<file path="src/rtl/arinc_tx_pkg.sv">
package arinc_tx_pkg;

  typedef enum logic [1:0] {
    TX_IDLE = 2'd0,
    TX_SEND = 2'd1,
    TX_GAP  = 2'd2
  } tx_state_e;

  // Last count value inside one bit cell for the selected rate.
  function automatic int unsigned cell_last(input logic slow,
                                            input int unsigned fast_div,
                                            input int unsigned slow_div);
    return (slow ? slow_div : fast_div) - 1;
  endfunction

  // First count value that belongs to the null half of a bit cell.
  function automatic int unsigned cell_mid(input logic slow,
                                           input int unsigned fast_div,
                                           input int unsigned slow_div);
    return (slow ? slow_div : fast_div) / 2;
  endfunction

endpackage

</file>
<file path="src/rtl/arinc_tx_loader.sv">
module arinc_tx_loader #(
  parameter int unsigned HALF_W = 16
) (
  input  logic                clk,
  input  logic                rst_n,
  input  logic [HALF_W-1:0]   host_data,
  input  logic                lo_wr,
  input  logic                hi_wr,
  output logic                push,
  output logic [2*HALF_W-1:0] push_word
);

  logic [HALF_W-1:0] lo_q;
  logic              lo_have;

  // A word is complete only when a low half is waiting.
  assign push      = hi_wr & lo_have;
  assign push_word = {host_data, lo_q};

  always_ff @(posedge clk or negedge rst_n) begin
    if (!rst_n) begin
      lo_q    <= '0;
      lo_have <= 1'b0;
    end else begin
      if (lo_wr) begin
        lo_q    <= host_data;
        lo_have <= 1'b1;
      end else if (push) begin
        lo_have <= 1'b0;
      end
    end
  end

  AST_PAIR_CONSUMED: assert property (@(posedge clk) disable iff (!rst_n)
    (push && !lo_wr) |=> !lo_have) else $error("low half reused");

endmodule

</file>
<file path="src/rtl/arinc_tx_fifo.sv">
module arinc_tx_fifo #(
  parameter int unsigned WIDTH = 32,
  parameter int unsigned DEPTH = 32
) (
  input  logic             clk,
  input  logic             rst_n,
  input  logic             push,
  input  logic [WIDTH-1:0] wr_data,
  input  logic             pop,
  output logic [WIDTH-1:0] head,
  output logic             empty,
  output logic             half,
  output logic             full
);

  localparam int unsigned PTR_W = (DEPTH > 1) ? $clog2(DEPTH) : 1;
  localparam int unsigned CNT_W = $clog2(DEPTH + 1);

  logic [WIDTH-1:0] store [DEPTH];
  logic [PTR_W-1:0] wr_ptr, rd_ptr;
  logic [CNT_W-1:0] count;
  logic             accept, take;

  function automatic logic [PTR_W-1:0] ptr_step(input logic [PTR_W-1:0] p);
    return (p == PTR_W'(DEPTH - 1)) ? '0 : p + PTR_W'(1);
  endfunction

  assign accept = push & ~full;
  assign take   = pop & ~empty;
  assign empty  = (count == '0);
  assign full   = (count == CNT_W'(DEPTH));
  assign half   = (count >= CNT_W'(DEPTH / 2));
  assign head   = store[rd_ptr];

  always_ff @(posedge clk) begin
    if (accept) store[wr_ptr] <= wr_data;
  end

  always_ff @(posedge clk or negedge rst_n) begin
    if (!rst_n) begin
      wr_ptr <= '0;
      rd_ptr <= '0;
      count  <= '0;
    end else begin
      if (accept) wr_ptr <= ptr_step(wr_ptr);
      if (take)   rd_ptr <= ptr_step(rd_ptr);
      case ({accept, take})
        2'b10:   count <= count + CNT_W'(1);
        2'b01:   count <= count - CNT_W'(1);
        default: count <= count;
      endcase
    end
  end

  AST_POP_HAS_DATA: assert property (@(posedge clk) disable iff (!rst_n)
    pop |-> !empty) else $error("pop from empty queue");

  AST_FULL_DROPS: assert property (@(posedge clk) disable iff (!rst_n)
    (full && !pop) |=> (full && $stable(count))) else $error("full queue grew");

endmodule

</file>
<file path="src/rtl/arinc_tx_cell_timer.sv">
module arinc_tx_cell_timer
  import arinc_tx_pkg::*;
#(
  parameter int unsigned FAST_DIV = 10,
  parameter int unsigned SLOW_DIV = 80
) (
  input  logic clk,
  input  logic rst_n,
  input  logic restart,
  input  logic slow_in,
  input  logic run,
  output logic first_half,
  output logic bit_end
);

  localparam int unsigned MAX_DIV = (FAST_DIV > SLOW_DIV) ? FAST_DIV : SLOW_DIV;
  localparam int unsigned CNT_W   = $clog2(MAX_DIV);

  logic             slow_q;
  logic [CNT_W-1:0] cnt, last, mid;

  assign last       = CNT_W'(cell_last(slow_q, FAST_DIV, SLOW_DIV));
  assign mid        = CNT_W'(cell_mid(slow_q, FAST_DIV, SLOW_DIV));
  assign bit_end    = run && (cnt == last);
  assign first_half = (cnt < mid);

  always_ff @(posedge clk or negedge rst_n) begin
    if (!rst_n) begin
      cnt    <= '0;
      slow_q <= 1'b0;
    end else if (restart) begin
      cnt    <= '0;
      slow_q <= slow_in;
    end else if (run) begin
      cnt <= bit_end ? '0 : cnt + CNT_W'(1);
    end
  end

  AST_CELL_WRAP: assert property (@(posedge clk) disable iff (!rst_n)
    (bit_end && !restart) |=> (cnt == '0)) else $error("cell did not wrap");

endmodule

</file>
<file path="src/rtl/arinc_tx_serializer.sv">
module arinc_tx_serializer
  import arinc_tx_pkg::*;
#(
  parameter int unsigned WORD_W   = 32,
  parameter int unsigned GAP_BITS = 4
) (
  input  logic              clk,
  input  logic              rst_n,
  input  logic              tx_enable,
  input  logic              parity_sel,
  input  logic              fifo_empty,
  input  logic [WORD_W-1:0] head,
  input  logic              first_half,
  input  logic              bit_end,
  output logic              pop,
  output logic              timer_restart,
  output logic              timer_run,
  output logic              line_one,
  output logic              line_zero,
  output logic              word_start,
  output logic              word_done
);

  localparam int unsigned BIT_W = $clog2(WORD_W);
  localparam int unsigned GAP_W = (GAP_BITS > 1) ? $clog2(GAP_BITS) : 1;

  tx_state_e         state;
  logic [WORD_W-1:0] shreg;
  logic [WORD_W-1:0] sealed;
  logic [BIT_W-1:0]  bit_idx;
  logic [GAP_W-1:0]  gap_idx;
  logic              gap_done;
  logic              busy;

  // Bit 32 is either host data or odd parity over the lower bits.
  always_comb begin
    sealed = head;
    if (parity_sel) sealed[WORD_W-1] = ~(^head[WORD_W-2:0]);
  end

  assign busy          = (state != TX_IDLE);
  assign word_start    = (state == TX_IDLE) && tx_enable && !fifo_empty;
  assign pop           = word_start;
  assign timer_restart = word_start;
  assign timer_run     = busy;
  assign word_done     = (state == TX_SEND) && bit_end && (bit_idx == BIT_W'(WORD_W - 1));
  assign gap_done      = (state == TX_GAP) && bit_end && (gap_idx == GAP_W'(GAP_BITS - 1));
  assign line_one      = (state == TX_SEND) && first_half && shreg[0];
  assign line_zero     = (state == TX_SEND) && first_half && !shreg[0];

  always_ff @(posedge clk or negedge rst_n) begin
    if (!rst_n) begin
      state   <= TX_IDLE;
      shreg   <= '0;
      bit_idx <= '0;
      gap_idx <= '0;
    end else begin
      case (state)
        TX_IDLE: begin
          if (word_start) begin
            state   <= TX_SEND;
            shreg   <= sealed;
            bit_idx <= '0;
          end
        end
        TX_SEND: begin
          if (word_done) begin
            state   <= TX_GAP;
            gap_idx <= '0;
          end else if (bit_end) begin
            bit_idx <= bit_idx + BIT_W'(1);
            shreg   <= shreg >> 1;
          end
        end
        TX_GAP: begin
          if (gap_done)     state   <= TX_IDLE;
          else if (bit_end) gap_idx <= gap_idx + GAP_W'(1);
        end
        default: state <= TX_IDLE;
      endcase
    end
  end

  AST_START_NEEDS_ENABLE: assert property (@(posedge clk) disable iff (!rst_n)
    $rose(busy) |-> $past(tx_enable)) else $error("word started while disabled");

  AST_NULL_AT_CELL_END: assert property (@(posedge clk) disable iff (!rst_n)
    bit_end |-> (!line_one && !line_zero)) else $error("line high in null half");

  AST_GAP_QUIET: assert property (@(posedge clk) disable iff (!rst_n)
    word_done |=> (!line_one && !line_zero && busy)) else $error("gap not quiet");

endmodule

</file>
<file path="src/rtl/arinc_word_tx.sv">
module arinc_word_tx #(
  parameter int unsigned HALF_W     = 16,
  parameter int unsigned FIFO_DEPTH = 32,
  parameter int unsigned FAST_DIV   = 10,
  parameter int unsigned SLOW_DIV   = 80,
  parameter int unsigned GAP_BITS   = 4
) (
  input  logic              clk,
  input  logic              rst_n,
  input  logic [HALF_W-1:0] host_data,
  input  logic              load_low,
  input  logic              load_high,
  input  logic              rate_slow,
  input  logic              bit32_parity,
  input  logic              tx_enable,
  output logic              line_one,
  output logic              line_zero,
  output logic              tx_ready,
  output logic              fifo_half,
  output logic              fifo_full
);

  localparam int unsigned WORD_W = 2 * HALF_W;

  logic              push, pop, empty_w;
  logic [WORD_W-1:0] push_word, head_word;
  logic              first_half, bit_end;
  logic              timer_restart, timer_run;
  logic              word_start, word_done;

  arinc_tx_loader #(.HALF_W(HALF_W)) u_loader (
    .clk       (clk),
    .rst_n     (rst_n),
    .host_data (host_data),
    .lo_wr     (load_low),
    .hi_wr     (load_high),
    .push      (push),
    .push_word (push_word)
  );

  arinc_tx_fifo #(.WIDTH(WORD_W), .DEPTH(FIFO_DEPTH)) u_fifo (
    .clk     (clk),
    .rst_n   (rst_n),
    .push    (push),
    .wr_data (push_word),
    .pop     (pop),
    .head    (head_word),
    .empty   (empty_w),
    .half    (fifo_half),
    .full    (fifo_full)
  );

  arinc_tx_cell_timer #(.FAST_DIV(FAST_DIV), .SLOW_DIV(SLOW_DIV)) u_timer (
    .clk        (clk),
    .rst_n      (rst_n),
    .restart    (timer_restart),
    .slow_in    (rate_slow),
    .run        (timer_run),
    .first_half (first_half),
    .bit_end    (bit_end)
  );

  arinc_tx_serializer #(.WORD_W(WORD_W), .GAP_BITS(GAP_BITS)) u_ser (
    .clk           (clk),
    .rst_n         (rst_n),
    .tx_enable     (tx_enable),
    .parity_sel    (bit32_parity),
    .fifo_empty    (empty_w),
    .head          (head_word),
    .first_half    (first_half),
    .bit_end       (bit_end),
    .pop           (pop),
    .timer_restart (timer_restart),
    .timer_run     (timer_run),
    .line_one      (line_one),
    .line_zero     (line_zero),
    .word_start    (word_start),
    .word_done     (word_done)
  );

  assign tx_ready = empty_w;

  AST_STRICT_ALTERNATION: assert property (@(posedge clk) disable iff (!rst_n)
    word_start |-> !line_one && !line_zero) else $error("start while lines busy");

endmodule

</file>
<file path="config.mk">
export PLATFORM = sky130hd
export DESIGN_NAME = arinc_word_tx
export DESIGN_NICKNAME = d
export VERILOG_FILES = /design/src/rtl/arinc_tx_pkg.sv /design/src/rtl/arinc_tx_loader.sv /design/src/rtl/arinc_tx_fifo.sv /design/src/rtl/arinc_tx_cell_timer.sv /design/src/rtl/arinc_tx_serializer.sv /design/src/rtl/arinc_word_tx.sv
export SDC_FILE = /design/constraint.sdc
export NUM_CORES = 1
export LEC_CHECK = 0
export BUFFER_PORTS_ARGS = -buffer_cell sky130_fd_sc_hd__buf_2
export CORE_MARGIN = 1
export CORE_UTILIZATION = 35
export CTS_CLUSTER_DIAMETER = 30
export DETAILED_ROUTE_END_ITERATION = 8
export PLACE_DENSITY = 0.6
export SYNTH_ARGS = -nofsm -noshare
export SYNTH_HDL_FRONTEND = slang
export SYNTH_SLANG_ARGS = --single-unit
export TNS_END_PERCENT = 5
</file>
<file path="constraint.sdc">
create_clock -name clk -period 4.6 [get_ports clk]
set_input_delay 0.69 -clock clk [delete_from_list [all_inputs] [get_ports clk]]
set_output_delay 0.69 -clock clk [all_outputs]
set_load 0.05 [all_outputs]
</file>
==> run metrics <==
post-synthesis average cell area 20.5 um2; All-Layer GR Usage 18.5%; power per cell area 518 nW/um2; Psw 6.05 mW; num rows 128; initial drt markers 2727; vias in the first global route 23400; first-pass GRT wire length 166000 um; Reg power frac 42.2%; slowest cell delay on critical path roughly 0.60 ns; Pwr Total 27.6 mW; relative max-transition margin between 15 and 20%; antenna cells 0; largest net degree at the start of global routing 68; Max IR drop VDD approximately 0.00040 V; die area 125000 um2; Sw Share 21.9%; Vias/cell 5.52; fin nets 2374; number of I/O port buffers 27; CTS tree yes; CP max FO 26; fmax roughly 230 MHz; post-CTS setup buffers 0; root buffer cell clkbuf_16; cells after synthesis 2108; ys flop type edfxtp_1; run status finished, final reports clean; Worst path slowest cell dfrtp_4; Clock transition at path regs 0.05 ns; Syn Nets 2151; WP data required approximately 5.3 ns; Routability Congestion 0.780; CTS Hold Bufs 0; fin crit share 92.5%; Yosys reg bits around 1100; Fin Setup TNS 0 ns; Initial Utilization 35.4%; share of cells above drive strength 1 30.4%; Comb pwr share 2.8%; Worst Tran Pin Value 1.26 ns; post-synthesis sequential area ratio 75.8%; ys async rst share 7.41%; Min-Delay Path Class input pin to asynchronous set/reset pin; Clk pwr share 54.9%; Core Area 122000 um2; clk_skew between 0.05 and 0.06 ns; final setup violation count 0; internal cell power 21.6 mW; post-DP HPWL 60800 um; kind of critical path flip-flop to flip-flop; Post-synth EDFFs slightly above 1000; critical-path cell list buf_12 -> buf_12 -> buf_4 -> mux4_2 -> a221oi_1 -> and3_1 -> xor2_1 -> xnor2_1 -> xnor3_1 -> xnor3_1 -> nand2_1 -> a32o_1; initial antenna violation count 4; fin. max-slew vios 0; DRT Pass-1 Iters 6; synthesized cell area ~43000 um2; Leak 17.2 nW; CP arrival 4.93 ns; grt total ovfl 0; clk sink count 1106; number of max-cap violations 0; RSZ-0062 raised after global routing no; R2R Path Start u_fifo.rd_ptr[0]; Area Growth Syn to Fin 23.1%; final hold viol count 0; min Tclk post-route 4.26 ns; Post-CTS Resized 0; Longest Clk Path Bufs 3; DRT antenna net count 0; Die W 354 um; distinct cell type count after synthesis 53; crit end category flip-flop; yosys warns 0; CTS Buf Count about 200; DRC viols 0; htree depth 4; IO Pins 28; Critical Path Start u_fifo.rd_ptr[0]; Worst-Skew Late Latency roughly 0.8 ns; Wirelength per Cell roughly 28 um; die height 354 um; routed vias 22800; crit start category flip-flop; Routed WL 116000 um
==> synth_stat cells (11+ instances only) <==
master	n	share of area, %
xor2_1	12	0.24
a21oi_1	21	0.24
a221oi_1	19	0.38
mux2_2	20	0.52
a21o_1	11	0.19
o211ai_1	20	0.35
edfxtp_1	1024	71
xnor2_1	16	0.32
nor2_1	69	0.60
buf_6	16	0.42
buf_4	19	0.33
ha_1	19	0.55
clkbuf_1	54	0.47
o21ai_0	56	0.65
buf_2	16	0.18
dfrtp_1	82	4.7
a22oi_1	46	0.80
nand3_1	18	0.21
a22o_1	23	0.47
nand2_1	79	0.68
mux4_2	235	12
mux2i_1	96	2.2
o221ai_1	16	0.32
inv_1	24	0.21
==> worst max-delay path, delay by kind of cell, from the launching register on <==
family,cells,cell delay (ns)
flops,1,0.60
xor+xnor,4,1.28
buf+inv,3,0.84
simple gates,2,0.33
mux,1,0.52
compound gates,2,0.54
==> metal layers <==
| layer | up-vias | GRT usage, % | wire, um | share of wire, % |
|---|---|---|---|---|
| met3 | 193 | 3.48 | 9140 | 7.9 |
| li1 | 9242 | - | - | - |
| met1 | 12300 | 25.3 | 47400 | 41 |
| met4 | 4 | 6.09 | 2750 | 2.4 |
| met2 | 1098 | 29.7 | 56300 | 49 |
| met5 | - | 0 | 23 | 0.020 |
==> sequential cells by signal, summed over array words and instances (netlist names) <==
name / cells
u_ser.shreg: 32
u_timer.slow_q: 1
u_fifo.rd_ptr: 5
u_ser.bit_idx: 5
u_fifo.count: 6
u_loader.lo_have: 1
u_ser.state: 2
u_loader.lo_q: 16
u_ser.gap_idx: 2
u_timer.cnt: 7
u_fifo.wr_ptr: 5
u_fifo.store: 1024
==> per-stage QoR <==
| stage | std cells | cell area (um2) | setup WS [ns] | hold WS [ns] | util (%) |
|---|---|---|---|---|---|
| after detailed placement | 3753 | 46200 | 0.377 | 0.462 | 37.8 |
| final | 4134 | 53300 | 0.343 | 0.0424 | 43.6 |
| after global placement | 3753 | 46200 | 0.315 | 0.454 | 37.8 |
| after CTS | 4134 | 53300 | 0.306 | 0.0702 | 43.6 |
| after global routing | 4134 | 53300 | 0.118 | 0.105 | 43.6 |
| after floorplan | 2108 | 43300 | 0.976 | 0.394 | - |
==> worst paths after layout <==
path                                    end  slack (ns)  cells past startpoint
setup / recovery            u_ser.shreg[31]        0.34                     12
hold / removal              u_fifo.count[0]        0.04                      1
setup reg to reg            u_ser.shreg[31]        0.34                     12
hold reg to reg            u_loader.lo_have        0.47                      1
max in group asynchronous  u_fifo.rd_ptr[3]        3.50                      2
min in group clk             u_timer.slow_q        0.14                      3
==> cell type report <==
type / count / area [um2]
Clock inverter: 161 / 2030
Clock buffer: 220 / 5120
Timing Repair Buffer: 133 / 1210
Tap cell: 1625 / 2030
Multi-Input combinational cell: 863 / 10000
Inverter: 26 / 97.6
Fill cell: 10200 / 68900
Sequential cell: 1106 / 32800
==> logic make-up (layout without fill, tap and decap cells) <==
group                      Yosys count  in the layout  share of synthesized area [%]
AOI/OAI and AO/OA                  244            244                           3.90
buffers and inverters              139            540                           1.69
adders and majority gates           20             20                          0.595
DFF                               1106           1106                           75.8
xor gates and xnor gates            34             34                          0.878
and+or+nand+nor                    213            213                           2.19
muxes                              352            352                           15.0
==> power by group through the flow <==
stage | Clock, mW | Combinational (mW) | Sequential, mW
after floorplan | 0 | 0.384 | 11.7
final | 15.2 | 0.783 | 11.7
after global placement | 0 | 0.758 | 11.8
after global routing | 15.8 | 0.836 | 11.7
after CTS | 15.3 | 0.790 | 11.7
after detailed placement | 0 | 0.787 | 11.8
==> cell usage in the layout, fill, tap and decap left out, drive strengths merged, types with 4 or more instances in the layout <==
master,netlist,layout
inv,26,43
a22o,23,23
mux4,235,235
clkinv,0,92
xnor3,6,6
bufinv,0,32
edfxtp,1024,1024
o21ai,61,61
a22oi,46,46
and2,5,5
o211ai,20,20
nand3b,4,4
o221ai,16,16
dfrtp,82,82
a31oi,6,6
xnor2,16,16
clkbuf,54,220
a21oi,21,21
nand3,18,18
buf,59,133
mux2,21,21
nor3,6,6
a21o,11,11
a221oi,19,19
xor2,12,12
nor2,69,69
o22ai,10,10
clkinvlp,0,20
mux2i,96,96
nor2b,4,4
and3,10,10
nand2b,4,4
or3,4,4
nand2,79,79
ha,19,19
No activity file was read; power rests on OpenSTA's default activity.
